--- src/rtl/ep_ctl_pkg.sv ---
package ep_ctl_pkg;
   typedef enum logic [1:0] {
      RESP_ACK   = 2'd0,
      RESP_NAK   = 2'd1,
      RESP_STALL = 2'd2
   } resp_e;

   localparam int unsigned CB_NAK   = 7;
   localparam int unsigned CB_STALL = 6;
   localparam int unsigned CB_SHORT = 5;
   localparam int unsigned CB_RSVD  = 4;
   localparam int unsigned CB_MODE  = 3;
   localparam int unsigned CB_TOG   = 2;
   localparam int unsigned CB_CLR   = 1;
   localparam int unsigned CB_SET   = 0;
endpackage

--- src/rtl/ep_ctl_regs.sv ---
module ep_ctl_regs
   import ep_ctl_pkg::*;
#(
   parameter int unsigned CTRL_W       = 8,
   parameter bit          FAKE_MODE_EN = 1'b1
) (
   input  logic              clk,
   input  logic              rst_n,
   input  logic              wr_en,
   input  logic [CTRL_W-1:0] wr_data,
   input  logic              short_done,
   output logic              force_nak,
   output logic              force_stall,
   output logic              short_req,
   output logic              fake_mode,
   output logic              tog_clr,
   output logic              tog_set
);
   localparam int unsigned MIN_W = CB_NAK + 1;

   if (CTRL_W < MIN_W) begin : g_width_chk
      $error("ep_ctl_regs: CTRL_W must be at least %0d", MIN_W);
   end

   logic nak_q, stall_q, short_q;

   always_ff @(posedge clk or negedge rst_n) begin
      if (!rst_n) begin
         nak_q   <= 1'b0;
         stall_q <= 1'b0;
         short_q <= 1'b0;
      end else begin
         if (wr_en) begin
            nak_q   <= wr_data[CB_NAK];
            stall_q <= wr_data[CB_STALL];
            short_q <= wr_data[CB_SHORT];
         end else if (short_done) begin
            short_q <= 1'b0;
         end
      end
   end

   if (FAKE_MODE_EN) begin : g_mode_reg
      logic mode_q;
      always_ff @(posedge clk or negedge rst_n) begin
         if (!rst_n)     mode_q <= 1'b0;
         else if (wr_en) mode_q <= wr_data[CB_MODE];
      end
      assign fake_mode = mode_q;
   end else begin : g_mode_tied
      assign fake_mode = 1'b0;
   end

   assign force_nak   = nak_q;
   assign force_stall = stall_q;
   assign short_req   = short_q;
   assign tog_clr     = wr_en & wr_data[CB_CLR];
   assign tog_set     = wr_en & wr_data[CB_SET];

   p_short_wr_wins_r6: assert property (@(posedge clk) disable iff (!rst_n)
      (wr_en && wr_data[CB_SHORT]) |=> short_req);

   p_short_selfclr_r5: assert property (@(posedge clk) disable iff (!rst_n)
      (short_done && !wr_en) |=> !short_req);
endmodule

--- src/rtl/ep_resp_unit.sv ---
module ep_resp_unit
   import ep_ctl_pkg::*;
(
   input  logic       clk,
   input  logic       rst_n,
   input  logic       txn_start,
   input  logic       txn_is_in,
   input  logic       txn_end,
   input  logic       pkt_sent,
   input  logic       host_ack,
   input  logic       force_nak,
   input  logic       force_stall,
   input  logic       short_req,
   output logic [1:0] resp_code,
   output logic       busy_in,
   output logic       ack_evt,
   output logic       sent_evt,
   output logic       send_short,
   output logic       short_done
);
   resp_e resp_q, resp_d;
   logic  busy_q, dir_in_q;

   always_comb begin
      if (force_stall)    resp_d = RESP_STALL;
      else if (force_nak) resp_d = RESP_NAK;
      else                resp_d = RESP_ACK;
   end

   always_ff @(posedge clk or negedge rst_n) begin
      if (!rst_n) begin
         resp_q   <= RESP_ACK;
         busy_q   <= 1'b0;
         dir_in_q <= 1'b0;
      end else if (txn_start) begin
         resp_q   <= resp_d;
         busy_q   <= 1'b1;
         dir_in_q <= txn_is_in;
      end else if (txn_end) begin
         busy_q   <= 1'b0;
      end
   end

   logic live_ack;
   assign live_ack   = busy_q && (resp_q == RESP_ACK);
   assign busy_in    = busy_q && dir_in_q;
   assign ack_evt    = live_ack && host_ack;
   assign sent_evt   = live_ack && dir_in_q && pkt_sent;
   assign send_short = live_ack && dir_in_q && short_req;
   assign short_done = sent_evt && short_req;
   assign resp_code  = resp_q;

   p_stall_first_r3: assert property (@(posedge clk) disable iff (!rst_n)
      (txn_start && force_stall) |=> (resp_code == RESP_STALL));

   p_nak_resp_r2: assert property (@(posedge clk) disable iff (!rst_n)
      (txn_start && force_nak && !force_stall) |=> (resp_code == RESP_NAK));

   p_resp_held_r4: assert property (@(posedge clk) disable iff (!rst_n)
      !txn_start |=> $stable(resp_code));

   p_short_in_only_r5: assert property (@(posedge clk) disable iff (!rst_n)
      send_short |-> busy_in);

   p_no_evt_on_refuse_r10: assert property (@(posedge clk) disable iff (!rst_n)
      (resp_code != RESP_ACK) |-> (!ack_evt && !sent_evt));
endmodule

--- src/rtl/ep_toggle_unit.sv ---
module ep_toggle_unit (
   input  logic clk,
   input  logic rst_n,
   input  logic tog_clr,
   input  logic tog_set,
   input  logic fake_mode,
   input  logic busy_in,
   input  logic ack_evt,
   input  logic sent_evt,
   output logic toggle
);
   logic tog_q, advance;

   always_comb begin
      if (fake_mode && busy_in) advance = sent_evt;
      else                      advance = ack_evt;
   end

   always_ff @(posedge clk or negedge rst_n) begin
      if (!rst_n)       tog_q <= 1'b0;
      else if (tog_clr) tog_q <= 1'b0;
      else if (tog_set) tog_q <= 1'b1;
      else if (advance) tog_q <= ~tog_q;
   end

   assign toggle = tog_q;

   p_clr_first_r7: assert property (@(posedge clk) disable iff (!rst_n)
      tog_clr |=> !toggle);

   p_set_r7: assert property (@(posedge clk) disable iff (!rst_n)
      (tog_set && !tog_clr) |=> toggle);

   p_fake_ignores_ack_r9: assert property (@(posedge clk) disable iff (!rst_n)
      (fake_mode && busy_in && !sent_evt && !tog_clr && !tog_set) |=> $stable(toggle));

   p_idle_hold_r8: assert property (@(posedge clk) disable iff (!rst_n)
      (!ack_evt && !sent_evt && !tog_clr && !tog_set) |=> $stable(toggle));
endmodule

--- src/rtl/ep_handshake_ctl.sv ---
module ep_handshake_ctl
   import ep_ctl_pkg::*;
#(
   parameter int unsigned CTRL_W       = 8,
   parameter bit          FAKE_MODE_EN = 1'b1
) (
   input  logic              clk,
   input  logic              rst_n,
   input  logic              reg_wr_en,
   input  logic [CTRL_W-1:0] reg_wr_data,
   output logic [CTRL_W-1:0] reg_rd_data,
   input  logic              txn_start,
   input  logic              txn_is_in,
   input  logic              txn_end,
   input  logic              pkt_sent,
   input  logic              host_ack,
   output logic [1:0]        resp_code,
   output logic              send_short,
   output logic              data_pid_one
);
   logic force_nak, force_stall, short_req, fake_mode;
   logic tog_clr, tog_set, short_done;
   logic busy_in, ack_evt, sent_evt, toggle;

   ep_ctl_regs #(.CTRL_W(CTRL_W), .FAKE_MODE_EN(FAKE_MODE_EN)) regs_i (
      .clk         (clk),
      .rst_n       (rst_n),
      .wr_en       (reg_wr_en),
      .wr_data     (reg_wr_data),
      .short_done  (short_done),
      .force_nak   (force_nak),
      .force_stall (force_stall),
      .short_req   (short_req),
      .fake_mode   (fake_mode),
      .tog_clr     (tog_clr),
      .tog_set     (tog_set)
   );

   ep_resp_unit resp_i (
      .clk         (clk),
      .rst_n       (rst_n),
      .txn_start   (txn_start),
      .txn_is_in   (txn_is_in),
      .txn_end     (txn_end),
      .pkt_sent    (pkt_sent),
      .host_ack    (host_ack),
      .force_nak   (force_nak),
      .force_stall (force_stall),
      .short_req   (short_req),
      .resp_code   (resp_code),
      .busy_in     (busy_in),
      .ack_evt     (ack_evt),
      .sent_evt    (sent_evt),
      .send_short  (send_short),
      .short_done  (short_done)
   );

   ep_toggle_unit tog_i (
      .clk       (clk),
      .rst_n     (rst_n),
      .tog_clr   (tog_clr),
      .tog_set   (tog_set),
      .fake_mode (fake_mode),
      .busy_in   (busy_in),
      .ack_evt   (ack_evt),
      .sent_evt  (sent_evt),
      .toggle    (toggle)
   );

   always_comb begin
      reg_rd_data           = '0;
      reg_rd_data[CB_NAK]   = force_nak;
      reg_rd_data[CB_STALL] = force_stall;
      reg_rd_data[CB_SHORT] = short_req;
      reg_rd_data[CB_MODE]  = fake_mode;
      reg_rd_data[CB_TOG]   = toggle;
   end

   assign data_pid_one = toggle;

   p_rsvd_zero_r1: assert property (@(posedge clk) disable iff (!rst_n)
      (reg_rd_data[CB_RSVD] == 1'b0) && (reg_rd_data[CB_CLR] == 1'b0) && (reg_rd_data[CB_SET] == 1'b0));
endmodule

--- config.mk ---
export PLATFORM = sky130hd
export DESIGN_NAME = ep_handshake_ctl
export DESIGN_NICKNAME = d
export VERILOG_FILES = /design/src/rtl/ep_ctl_pkg.sv /design/src/rtl/ep_ctl_regs.sv /design/src/rtl/ep_resp_unit.sv /design/src/rtl/ep_toggle_unit.sv /design/src/rtl/ep_handshake_ctl.sv
export SDC_FILE = /design/constraint.sdc
export NUM_CORES = 1
export LEC_CHECK = 0
export BUFFER_PORTS_ARGS = -buffer_cell sky130_fd_sc_hd__buf_2
export CAP_MARGIN = 20
export CORE_AREA = 2 2 39 41
export CTS_BUF_LIST = sky130_fd_sc_hd__clkbuf_16
export CTS_CLUSTER_SIZE = 12
export DETAILED_ROUTE_END_ITERATION = 8
export DIE_AREA = 0 0 41 43
export GPL_TIMING_DRIVEN = 1
export PLACE_DENSITY = 0.7
export SYNTH_ARGS = -nofsm -noshare
export SYNTH_HDL_FRONTEND = slang
export SYNTH_HIERARCHICAL = 1
export SYNTH_SLANG_ARGS = --single-unit
--- constraint.sdc ---
create_clock -name clk -period 1.8 [get_ports clk]
set_clock_uncertainty 0.15 [all_clocks]
set_input_delay 0.18 -clock clk [delete_from_list [all_inputs] [get_ports clk]]
set_output_delay 0.18 -clock clk [all_outputs]
set_load 0.005 [all_outputs]
==> flow_summary.ini <==
[die]
die_w_um = 41
fp.dieH_um = 43
die_area_um2 = 1760
initial_utilization = 0.363
core_area_um2 = 1380
row_count = 14
boundaryPins = 28

[synthesis]
netlist_instances = 47
async_flop_share = 1.00
synth_flop_cell = dfrtp_1
synth_top_area_frac = 0.449
synth_common_cells = 9 x dfrtp_1, 8 x buf_4, 5 x mux2_2
synth_edf_count = 0
synth_top_area_cell = dfrtp_1
avgSynthCellArea_um2 = 10.7
synth_warnings = 6
synth.distinct_cells = 20
synth-seq-cells = 9
yosysSeqAreaShare = 0.449
netlist_area_um2 = 502
yosysMostFrequentCell = dfrtp_1
synth_area_leaders = dfrtp_1 45%, buf_4 12%, mux2_2 11%, and2_2 6.0%, o21ai_0 3.0%

[placement]
gp_congestion = 0.689
io_buffers = 22
post-place-ws_ps = 249
placed_area_um2 = 579

[layout]
area.growth.synth_to_final_pct = 33.2
antennaDiodeCount = 0
drive_gt1_frac = 0.515
fin_nets = 85
final_area_um2 = 668

[setup_path]
path_buf_inv = 0
cp-end-kind = register
crit_required_ps = 1760
start_kind = register
cpLargestDelayFamily = simple AND/OR/NAND/NOR gates
crit_arrival_ps = 1530
r2r-end = tog_i/toggle$_DFFE_PN0P_
path_cells = and4bb_1 -> and2_2 -> and3_4 -> o311a_1
cp_max_fo = 4
path_class = register to register
slowest_delay_ps = 380
reg2reg_from = resp_i/resp_code[0]$_DFFE_PN0P_
ff2ff_path_depth = 4
critPathSlowestCell = dfrtp_1
r2r_setup_slack_ps = 240

[cts]
cts.htree.levels = 1
post_cts_buffers = 0
cts_root_buf = clkbuf_16
cts_num_sinks = 9
cts.path.max_buffers = 2
cts_tree = built
cts_buffers = 3
clk_latency_ps = 230
path_clk_slew_ps = 40

[global_routing]
grt_overflow = 0
grt_pass1_vias = 355
grt_pass1_wl_um = 1410
antenna_found_initial = 0
grtUsageTotal = 0.122
grt_max_degree = 10

[drt]
drc_errors = 0
wl_um = 898
vias = 376
antenna_left = 0
drt-initial-drc-count = 6
routed_via_density = 4.48
wl_per_cell_um = 10.7
drtPass1Iterations = 4

[timing]
setup_viol = 0
fin_hold_ws_ps = 5.20
timing.fmax_mhz = 640
setup_slack_ps = 238
post-route-period-util = 0.868
setup_tns_ps = 0
rsz0062_at_grt = no
hold_viol_final = 0
period_needed_ps = 1560
drv_slew = 0

[power_and_ir_drop]
powerDensity_nw_per_um2 = 1090
power_leakage_uw = 0.000345
ir_drop_mv = 0.561

[worst_hold_path]
worstHoldEndpoint = regs_i/short_req$_DFFE_PN0P_
hp-start = reg_wr_data[5]
min_path_cells = 3
min_path_type = input pin to register

[run_status]
run_status = finished clean

[flow_run]
drv_cap = 0
routing by layer:
layer	wire length [µm]	GRT usage	part of all wire
met4	0	0.0600	0
met3	91	0.0314	0.10
met1	369	0.148	0.41
met2	438	0.191	0.49
met5	0	0	0
kinds of logic (layout without fill, tap and decap cells):
group | after synthesis | in the layout | synth area share
flip-flops | 9 | 9 | 0.449
multiplexers | 5 | 5 | 0.112
other | 1 | 3 | 0.00747
buffers and inverters | 11 | 30 | 0.142
AO/OA/AOI/OAI | 6 | 6 | 0.0798
AND/OR/NAND/NOR | 15 | 15 | 0.210
power breakdown:
| group | switching [µW] | leakage [µW] | internal, µW |
|---|---|---|---|
| Sequential | 19.0 | 0.000106 | 226 |
| Clock | 97.4 | 0.0000423 | 290 |
| Combinational | 37.5 | 0.000197 | 58.3 |
| Total | 154 | 0.000345 | 575 |
per-stage QoR:
stage,instances,util,power (µW)
floorplan,49,-,314
global placement,79,0.419,341
detailed placement,79,0.419,342
CTS,84,0.483,741
global route,84,0.483,766
finish,84,0.483,729
sequential cells by signal (all words and copies together), names as in the netlist:
register / cells
regs_i/fake_mode: 1
resp_i/resp_code: 2
tog_i/toggle: 1
regs_i/force_nak: 1
resp_i/dir_in_q: 1
regs_i/short_req: 1
regs_i/force_stall: 1
resp_i/busy_q: 1
worst register-to-register path, cell delays in order, from the launching register on:
cell and delay [ps]:
dfrtp_1 380, and4bb_1 250, and2_2 190, and3_4 140, o311a_1 330
worst max path at each step:
| stage | from | end | slack (ps) | cells past startpoint |
|---|---|---|---|---|
| after global placement | resp_i/resp_code[0]$_DFFE_PN0P_ | tog_i/toggle$_DFFE_PN0P_ | 260 | 4 |
| after CTS | resp_i/resp_code[0]$_DFFE_PN0P_ | tog_i/toggle$_DFFE_PN0P_ | 230 | 4 |
| after global routing | resp_i/resp_code[0]$_DFFE_PN0P_ | tog_i/toggle$_DFFE_PN0P_ | 180 | 4 |
| final | resp_i/resp_code[0]$_DFFE_PN0P_ | tog_i/toggle$_DFFE_PN0P_ | 240 | 4 |
| after floorplan | resp_i/resp_code[0]$_DFFE_PN0P_ | tog_i/toggle$_DFFE_PN0P_ | 290 | 4 |
| after detailed placement | resp_i/resp_code[0]$_DFFE_PN0P_ | tog_i/toggle$_DFFE_PN0P_ | 250 | 4 |
timing repair:
item,CTS,global route
endpoints found under the hold margin,9,0
hold buffers,1,0
resized for setup,0,0
cells in the final DEF (no fill, tap or decap), drive strengths merged:
cell type    instances
buf                 22
dfrtp                9
mux2                 5
and2                 5
inv                  4
conb                 3
clkbuf               3
o21ai                3
nand2                2
and3                 2
dlygate4sd3          1
nand2b               1
nor3                 1
and4bb               1
a21o                 1
nand3b               1
a21boi               1
or2                  1
nor2b                1
o311a                1
final cells by class:
| type | count | area, µm² |
|---|---|---|
| clock buffer | 3 | 75.1 |
| sequential | 9 | 225 |
| tap | 16 | 20.0 |
| multi-input combinational | 29 | 213 |
| timing repair buffer | 23 | 120 |
| clock inverter | 1 | 3.75 |
| inverter | 3 | 11.3 |
| fill | 139 | 716 |
(Power assumes the default switching activity.)
